**config.mk**
```make
export PLATFORM = sky130hd
export DESIGN_NAME = perf_mon_dual
export DESIGN_NICKNAME = d
export VERILOG_FILES = /design/src/rtl/pmon_pkg.sv /design/src/rtl/pmon_evt_sel.sv /design/src/rtl/pmon_channel.sv /design/src/rtl/perf_mon_dual.sv
export SDC_FILE = /design/constraint.sdc
export NUM_CORES = 1
export LEC_CHECK = 0
export ABC_CLOCK_PERIOD_IN_PS = 4700
export BUFFER_PORTS_ARGS = -buffer_cell sky130_fd_sc_hd__buf_2
export CAP_MARGIN = 20
export CORE_AREA = 2 2 120 110
export CTS_CLUSTER_DIAMETER = 120
export DETAILED_ROUTE_END_ITERATION = 10
export DIE_AREA = 0 0 122 112
export GPL_TIMING_DRIVEN = 0
export PLACE_DENSITY = 0.72
export SLEW_MARGIN = 10
export SYNTH_ARGS = -nofsm -noshare
export SYNTH_HDL_FRONTEND = slang
export SYNTH_HIERARCHICAL = 1
export SYNTH_SLANG_ARGS = --single-unit
```
**constraint.sdc**
```tcl
create_clock -name clk -period 4.7 [get_ports clk]
set_input_delay 0.235 -clock clk [delete_from_list [all_inputs] [get_ports clk]]
set_output_delay 0.235 -clock clk [all_outputs]
set_load 0.02 [all_outputs]
```
**src/rtl/pmon_pkg.sv**
```systemverilog
package pmon_pkg;

  localparam int NUM_CH    = 2;
  localparam int NUM_EVT   = 9;
  localparam int SEL_W     = 11;
  localparam int SEL_LSB   = 6;
  localparam int EN_BIT    = 3;

  // word indices on the register bus
  localparam int WIDX_CTRL0  = 0;
  localparam int WIDX_CNT0   = 2;
  localparam int WIDX_SHARED = 4;

  localparam logic [SEL_W-1:0] CODE_ALL_CYCLES = '0;

  typedef logic [SEL_W-1:0] sel_t;

  typedef struct packed {
    sel_t sel;
    logic cnt_en;
    logic mode_hi;
    logic mode_lo;
  } ctrl_t;

  // event code served by strobe bit i of the event vector
  function automatic sel_t evt_code(input int i);
    case (i)
      0:       return 11'h202;
      1:       return 11'h204;
      2:       return 11'h208;
      3:       return 11'h029;
      4:       return 11'h02A;
      5:       return 11'h031;
      6:       return 11'h032;
      7:       return 11'h039;
      8:       return 11'h03A;
      default: return 11'h7FF;
    endcase
  endfunction

  function automatic ctrl_t ctrl_from_word(input logic [31:0] w);
    ctrl_t c;
    c.sel     = w[SEL_LSB +: SEL_W];
    c.cnt_en  = w[EN_BIT];
    c.mode_hi = w[1];
    c.mode_lo = w[0];
    return c;
  endfunction

  function automatic logic [31:0] ctrl_to_word(input ctrl_t c);
    logic [31:0] w;
    w = '0;
    w[SEL_LSB +: SEL_W] = c.sel;
    w[EN_BIT]           = c.cnt_en;
    w[1]                = c.mode_hi;
    w[0]                = c.mode_lo;
    return w;
  endfunction

  function automatic logic ctrl_is_armed(input ctrl_t c);
    return c.cnt_en & c.mode_hi & c.mode_lo;
  endfunction

  function automatic int clr_bit_pos(input int ch);
    return 1 + 8 * ch;
  endfunction

  function automatic int ovf_bit_pos(input int ch);
    return 3 + 8 * ch;
  endfunction

endpackage

```
**src/rtl/pmon_evt_sel.sv**
```systemverilog
module pmon_evt_sel
  import pmon_pkg::*;
(
  input  sel_t               code,
  input  logic [NUM_EVT-1:0] evt,
  output logic               hit,
  output logic               mapped,
  output logic [NUM_EVT-1:0] match
);

  for (genvar i = 0; i < NUM_EVT; i++) begin : g_match
    assign match[i] = (code == evt_code(i));
  end

  logic is_cycles;
  assign is_cycles = (code == CODE_ALL_CYCLES);
  assign mapped    = is_cycles | (|match);
  assign hit       = is_cycles | (|(match & evt));

endmodule

```
**src/rtl/pmon_channel.sv**
```systemverilog
module pmon_channel
  import pmon_pkg::*;
#(
  parameter int CNT_W = 32
) (
  input  logic               clk,
  input  logic               rst_n,
  input  logic               ctrl_we,
  input  ctrl_t              ctrl_wr,
  input  logic               clr,
  input  logic [NUM_EVT-1:0] evt,
  output logic [31:0]        ctrl_word,
  output logic [31:0]        cnt_word,
  output logic               ovf
);

  ctrl_t              ctrl_q;
  logic [CNT_W-1:0]   cnt_q;
  logic               ovf_q;

  logic               sel_hit;
  logic               sel_mapped;
  logic [NUM_EVT-1:0] sel_match;

  pmon_evt_sel u_sel (
    .code   (ctrl_q.sel),
    .evt    (evt),
    .hit    (sel_hit),
    .mapped (sel_mapped),
    .match  (sel_match)
  );

  // named internal events
  logic ch_armed, ch_step, ch_wrap;
  assign ch_armed = ctrl_is_armed(ctrl_q);
  assign ch_step  = ch_armed & sel_hit;
  assign ch_wrap  = ch_step & (cnt_q == {CNT_W{1'b1}});

  always_ff @(posedge clk) begin
    if (!rst_n)       ctrl_q <= '0;
    else if (ctrl_we) ctrl_q <= ctrl_wr;
  end

  always_ff @(posedge clk) begin
    if (!rst_n) begin
      cnt_q <= '0;
      ovf_q <= 1'b0;
    end else if (clr) begin
      cnt_q <= '0;
      ovf_q <= 1'b0;
    end else if (ch_step) begin
      cnt_q <= cnt_q + 1'b1;
      if (ch_wrap) ovf_q <= 1'b1;
    end
  end

  assign ctrl_word = ctrl_to_word(ctrl_q);
  assign cnt_word  = 32'(cnt_q);
  assign ovf       = ovf_q;

  assert_hold_unarmed_R2: assert property (@(posedge clk) disable iff (!rst_n)
    (!ch_armed && !clr) |=> $stable(cnt_q));

  assert_step_one_R3: assert property (@(posedge clk) disable iff (!rst_n)
    (ch_step && !clr) |=> (cnt_q == CNT_W'($past(cnt_q) + 1'b1)));

  assert_one_code_R4: assert property (@(posedge clk) disable iff (!rst_n)
    $onehot0(sel_match));

  assert_unmapped_quiet_R5: assert property (@(posedge clk) disable iff (!rst_n)
    !sel_mapped |-> !sel_hit);

  assert_clear_wins_R7: assert property (@(posedge clk) disable iff (!rst_n)
    clr |=> (cnt_q == '0 && !ovf_q));

  assert_wrap_flag_R8: assert property (@(posedge clk) disable iff (!rst_n)
    (ch_wrap && !clr) |=> (ovf_q && cnt_q == '0));

  assert_flag_sticky_R8: assert property (@(posedge clk) disable iff (!rst_n)
    (ovf_q && !clr) |=> ovf_q);

endmodule

```
**src/rtl/perf_mon_dual.sv**
```systemverilog
module perf_mon_dual
  import pmon_pkg::*;
#(
  parameter int CNT_W  = 32,
  parameter int ADDR_W = 8
) (
  input  logic               clk,
  input  logic               rst_n,
  input  logic               bus_we,
  input  logic [ADDR_W-1:0]  bus_addr,
  input  logic [31:0]        bus_wdata,
  output logic [31:0]        bus_rdata,
  input  logic [NUM_EVT-1:0] evt_in
);

  localparam int WORD_W = ADDR_W - 2;

  logic [WORD_W-1:0] widx;
  logic              aligned;
  logic              hit_shared;
  ctrl_t             ctrl_wr;

  assign widx       = bus_addr[ADDR_W-1:2];
  assign aligned    = (bus_addr[1:0] == 2'b00);
  assign hit_shared = aligned && (widx == WORD_W'(WIDX_SHARED));
  assign ctrl_wr    = ctrl_from_word(bus_wdata);

  logic unused_wdata;
  assign unused_wdata = ^bus_wdata;

  logic [NUM_CH-1:0] ch_ctrl_we;
  logic [NUM_CH-1:0] ch_clr;
  logic [NUM_CH-1:0] ch_ovf;
  logic [31:0]       ch_ctrl_word [NUM_CH];
  logic [31:0]       ch_cnt_word  [NUM_CH];

  for (genvar ch = 0; ch < NUM_CH; ch++) begin : g_ch
    assign ch_ctrl_we[ch] = bus_we && aligned && (widx == WORD_W'(WIDX_CTRL0 + ch));
    assign ch_clr[ch]     = bus_we && hit_shared && bus_wdata[clr_bit_pos(ch)];

    pmon_channel #(.CNT_W(CNT_W)) u_chan (
      .clk       (clk),
      .rst_n     (rst_n),
      .ctrl_we   (ch_ctrl_we[ch]),
      .ctrl_wr   (ctrl_wr),
      .clr       (ch_clr[ch]),
      .evt       (evt_in),
      .ctrl_word (ch_ctrl_word[ch]),
      .cnt_word  (ch_cnt_word[ch]),
      .ovf       (ch_ovf[ch])
    );

    assert_shared_clear_R7: assert property (@(posedge clk) disable iff (!rst_n)
      (bus_we && hit_shared && bus_wdata[clr_bit_pos(ch)]) |=>
        (ch_cnt_word[ch] == 32'd0 && !ch_ovf[ch]));
  end

  always_comb begin
    bus_rdata = '0;
    if (aligned) begin
      for (int ch = 0; ch < NUM_CH; ch++) begin
        if (widx == WORD_W'(WIDX_CTRL0 + ch)) bus_rdata = ch_ctrl_word[ch];
        if (widx == WORD_W'(WIDX_CNT0 + ch))  bus_rdata = ch_cnt_word[ch];
      end
      if (hit_shared) begin
        for (int ch = 0; ch < NUM_CH; ch++) bus_rdata[ovf_bit_pos(ch)] = ch_ovf[ch];
      end
    end
  end

  assert_rsvd_no_clear_R9: assert property (@(posedge clk) disable iff (!rst_n)
    (bus_we && hit_shared && !bus_wdata[1] && !bus_wdata[9]) |-> (ch_clr == '0));

  assert_rsvd_read_zero_R9: assert property (@(posedge clk) disable iff (!rst_n)
    hit_shared |-> (bus_rdata[0] == 1'b0 && bus_rdata[8] == 1'b0 &&
                    bus_rdata[16] == 1'b0 && bus_rdata[24] == 1'b0));

endmodule

```
# After elaboration in Yosys (flattened, before gate mapping)
# Index checks and enable logic that the tools add are counted.
[classes]
add_sub_neg = 2
eq_ne = 24
muxes = 7
bitwise = 13
n_reduce_logical = 17
[ops]
columns = ["cell", "count"]
rows = [
  ["equality test 11 x 6 -> 1 bit, second input constant", 12],
  ["2-to-1 mux 32 bit", 4],
  ["equality test 11 x 10 -> 1 bit, second input constant", 6],
  ["adder 32 x 1 -> 32 bit, second input constant", 2],
  ["equality test 32 bit, second input constant", 2],
  ["zero test 11 bit", 2],
  ["bitwise AND 9 bit", 2],
  ["OR reduction 9 bit", 2],
  ["2-to-1 mux 17 bit", 1],
  ["equality test 6 x 2 -> 1 bit, second input constant", 2],
  ["bitwise AND 1 bit", 8],
  ["logical AND 1 bit", 7],
  ["equality test 6 x 1 -> 1 bit, second input constant", 1],
  ["equality test 6 x 3 -> 1 bit, second input constant", 1],
  ["zero test 6 bit", 1],
  ["AND reduction 2 bit", 2],
  ["OR reduction 2 bit", 2],
  ["zero test 2 bit", 1],
  ["2-to-1 mux 1 bit", 2],
  ["OR 1 bit", 2],
  ["NOT 1 bit", 1],
]
[totals]
ff_bits = 94
in_bits = 52
output_inout_bits = 32
elab_cells = 75

# Depth between registers and ports, before layout
[depth]
ltp_word = 7
mapped_depth = 10
ltp_nobuf = 9

# Hierarchy
# Netlist, hierarchy kept.
[by_module_without_submodules]
columns = ["mod", "instances", "cells_per_inst", "area_per_inst_um2", "seq_area_each_um2"]
rows = [
  ["pmon_channel", 2, 237, 2162.1, 940.9],
  ["perf_mon_dual", 1, 90, 1081.0, 0.0],
  ["pmon_evt_sel", 2, 48, 329.1, 0.0],
]

# Worst setup path after synthesis
# No wires, ideal clock.
[synth_path]
kind = "register to register"
startpoint = "register g_ch[0].u_chan.ctrl_q, in the netlist g_ch[0].u_chan/ctrl_word[13]"
endpoint = "register g_ch[0].u_chan.cnt_q[29]"
setup_ps = 59
t_arrival_ps = 2686
required_ps = 4641
setup_slack_ps = 1955
path_stages_with_launch = 10
n_path_buf = 0
period_less_slack_ps = 2745
cell_sequence = "dfxtp_1 > or4_4 > nor4_4 > o311ai_1 > nand3_1 > nand4_1 > nor4_4 > nand2_2 > or4_1 > nand2_1"
[synth_via]
elab_chain_cells = 5
elab_cells_between_ends = 14
cone_classes = "9 x eq/ne; 3 x bitwise; 2 x reduce/logical"
[synth_rtl]
columns = ["item", "line_no", "text"]
rows = [
  ["start, declared", "pmon_channel.sv:17", "ctrl_t ctrl_q;"],
  ["start signal, assigned", "pmon_channel.sv:41", "else if (ctrl_we) ctrl_q <= ctrl_wr;"],
  ["equality test 11 x 10 -> 1 bit or equality test 11 x 6 -> 1 bit (tied branches)", "pmon_evt_sel.sv:12", "assign match[i] = (code == evt_code(i));"],
  ["bitwise AND 9 bit", "pmon_evt_sel.sv:18", "assign hit = is_cycles | (|(match & evt));"],
  ["OR reduction 9 bit", "pmon_evt_sel.sv:18", ""],
  ["OR 1 bit *", "pmon_evt_sel.sv:18", ""],
  ["named net g_ch[0].u_chan.sel_hit", "pmon_channel.sv:21", "logic sel_hit;"],
  ["bitwise AND 1 bit *", "pmon_channel.sv:36", "assign ch_step = ch_armed & sel_hit;"],
  ["end signal, assigned", "pmon_channel.sv:52", "cnt_q <= cnt_q + 1'b1;"],
  ["end, declared", "pmon_channel.sv:18", "logic [CNT_W-1:0] cnt_q;"],
]
# Mark *: on every way through the listed nets, which the timed path passes. The rest lies on a longest branch.
# A chain may end at the register's enable or synchronous reset.

# Final worst setup path
[layout_path]
startpoint = "register g_ch[1].u_chan.ctrl_q, in the netlist g_ch[1].u_chan/ctrl_word[9]"
endpoint = "register g_ch[1].u_chan.cnt_q[27]"
[layout_via]
elab_chain_cells = 5
elab_cells_between_ends = 14
cone_classes = "9 x eq/ne; 3 x bitwise; 2 x reduce/logical"
[layout_rtl]
columns = ["item", "line_no"]
rows = [
  ["start, declared", "pmon_channel.sv:17"],
  ["start signal, assigned", "pmon_channel.sv:41"],
  ["equality test 11 x 10 -> 1 bit or equality test 11 x 6 -> 1 bit (tied branches)", "pmon_evt_sel.sv:12"],
  ["bitwise AND 9 bit", "pmon_evt_sel.sv:18"],
  ["OR reduction 9 bit", "pmon_evt_sel.sv:18"],
  ["OR 1 bit *", "pmon_evt_sel.sv:18"],
  ["named net g_ch[1].u_chan.sel_hit", "pmon_channel.sv:21"],
  ["bitwise AND 1 bit *", "pmon_channel.sv:36"],
  ["end signal, assigned", "pmon_channel.sv:52"],
  ["end, declared", "pmon_channel.sv:18"],
]
# Marks and branches as above.

==> impl_metrics.toml <==
[critical_path]
critical_path.slowest_cell = "nor4_4"
crit_chain = "buf_2, mux2i_1, a2111oi_0, o21ai_0, nand3_1, nand4_1, nor4_4, nand2_2, or4_1, nand2_1"
cp_max_fo = 7
critPathMaxStageDelay_ps = 580
reg2reg_depth = 10
crit_path_end_kind = "register"
critical_path_required_ps = 4990
r2r-start = "g_ch[1].u_chan/ctrl_word[9]"
critPathLaunchType = "register"
critPathArrivalTime_ps = 3540
reg2reg_slack_ps = 1450
path_class = "reg2reg"
reg2reg_to = "g_ch[1].u_chan/cnt_word[27]"

[global_route]
grt_pass1_wl_um = 24700
grt_max_degree = 15
grt_pass1_vias = 4619
antenna_found_initial = 0
grt_usage = 0.233
grt_overflow = 0

[route]
wl_per_cell_um = 17.1
postRouteWirelength_um = 15300
first_iter_violations = 408
routed-via-count = 4841
dr.pass1.iters = 6
detail_route.vias_per_cell = 5.44
drc = 0
postRouteAntennaNets = 0

[placed_design]
port-buffer-count = 63
hpwl_um = 11900
globalplace.congestion = 0.918

[die]
ioPinCount = 84
initial_core_util = 0.464
core_area_sq_um = 12400
fp-row-count = 39
die_h_um = 112
die_area_sq_um = 13700
die_w_um = 122

[pwr]
p_leak_nw = 2.55
ir_drop_v = 0.000183
cellPowerDensity_nw_per_um2 = 237

[min_path]
hold_depth = 3
min_from = "bus_wdata[0]"
min_path_type = "in2reg"
holdPathEnd = "g_ch[0].u_chan/ctrl_word[0]"

[cts]
postCtsResizedCells = 0
cts_tree = "built"
insertion_delay_ps = 350
clk_path_buf_depth = 2
cts_sinks = 94
clkTransAtPathRegs_ps = 60
clock-root-buffer = "clkbuf_16"
post-cts-setup-buffers = 0
ctsHoldBuffers = 0
cts_max_level = 3
cts_made_buffers = 9

[status]
status = "finished clean"

[cells_and_area]
syn_to_final_growth_pct = 15.8
drive_gt1_frac = 0.242
num_antenna_cells = 0
layout.nets = 776

[timing]
max_freq_mhz = 308
grt_setup_unrepaired = "false"
worst_slew_pin_slew_ps = 802
finalClockSkew_ps = 9.41
hold_violations = 0
maxSlewViolCount = 0
setup_viol = 0
whs_ps = 170
fin_setup_tns_ps = 0
max_slew_margin = 0.460
fin_crit_sh = 0.691
fin_crit_ps = 3250

[synthesis]
ys_warn_count = 6
synth_cells = 614
synth.cell_area_sq_um = 5770
postSynthAreaPerCell_sq_um = 9.40

[run]
maxCapViolations = 0
## sequential cells by signal, indices dropped and copies added (netlist names)
signal,count
g_ch.u_chan/cnt_word,64
g_ch.u_chan/ctrl_word,28
g_ch.u_chan/ovf,2
## cells in the final DEF, fill, tap and decap left out, types with 4 or more instances in the layout
cell       count
and3_1        10
nand3_1       32
mux2i_1       32
clkbuf_1      15
and4_1        10
dfxtp_1       94
conb_1        36
buf_2         74
nand4_1       28
inv_1          4
nor3_1         9
nand2b_1       8
nor2_1        75
nor2b_1       62
o211ai_1       4
o21ai_0        4
nor4_1         4
nor4_4         4
buf_4         36
mux4_2        32
a2111oi_0      4
a21oi_1       10
xnor2_1       12
clkbuf_16      9
nand2_1       31
or4_1          4
xor2_1        44
## stage by stage
| step | utilization | worst slack, ps | instance area, sq um | cells | total power [mW] |
|---|---|---|---|---|---|
| global route | 0.537 | 1170 | 6690 | 890 | 1.63 |
| floorplan | - | 2060 | 5900 | 648 | 0.898 |
| detailed placement | 0.516 | 1510 | 6420 | 875 | 0.933 |
| global placement | 0.516 | 1560 | 6420 | 875 | 0.931 |
| CTS | 0.537 | 1490 | 6690 | 890 | 1.59 |
| finish | 0.537 | 1450 | 6690 | 890 | 1.58 |
## per-layer routing
layer  GRT usage  routed length, um
met1       0.322               6740
met5           0                  0
met4      0.0705                274
met3      0.0507                994
met2       0.365               7250
## worst max path at each step
stage / start / end
global route: g_ch[1].u_chan/ctrl_word[9] / g_ch[1].u_chan/cnt_word[27]
floorplan: g_ch[0].u_chan/ctrl_word[13] / g_ch[0].u_chan/cnt_word[29]
global placement: g_ch[1].u_chan/ctrl_word[13] / g_ch[1].u_chan/cnt_word[29]
finish: g_ch[1].u_chan/ctrl_word[9] / g_ch[1].u_chan/cnt_word[27]
CTS: g_ch[1].u_chan/ctrl_word[9] / g_ch[1].u_chan/cnt_word[27]
detailed placement: g_ch[1].u_chan/ctrl_word[13] / g_ch[1].u_chan/cnt_word[27]
## area by class of cell
cell class              instances  area, sq um
clock inverters                 4         23.8
fillers                      1163         5760
plain buffers                  65          400
repair buffers                 63          315
well taps                     164          205
clock buffers                  11          243
inverters                       4         15.0
multi-input cells             485         3600
flip-flops and latches         94         1880
## worst max-delay path, delay by kind of cell, from the launching register on
kind	cells	cell delay [ps]
simple gates	6	1950
mux	1	90
flops	1	410
compound gates	2	520
buf+inv	1	220
## power breakdown
| part | switching, mW | leakage, nW | internal [mW] |
|---|---|---|---|
| Combinational | 0.0551 | 1.66 | 0.0650 |
| Clock | 0.297 | 0.135 | 0.368 |
| Sequential | 0.000381 | 0.757 | 0.797 |
Power figures use the tool's default switching activity.
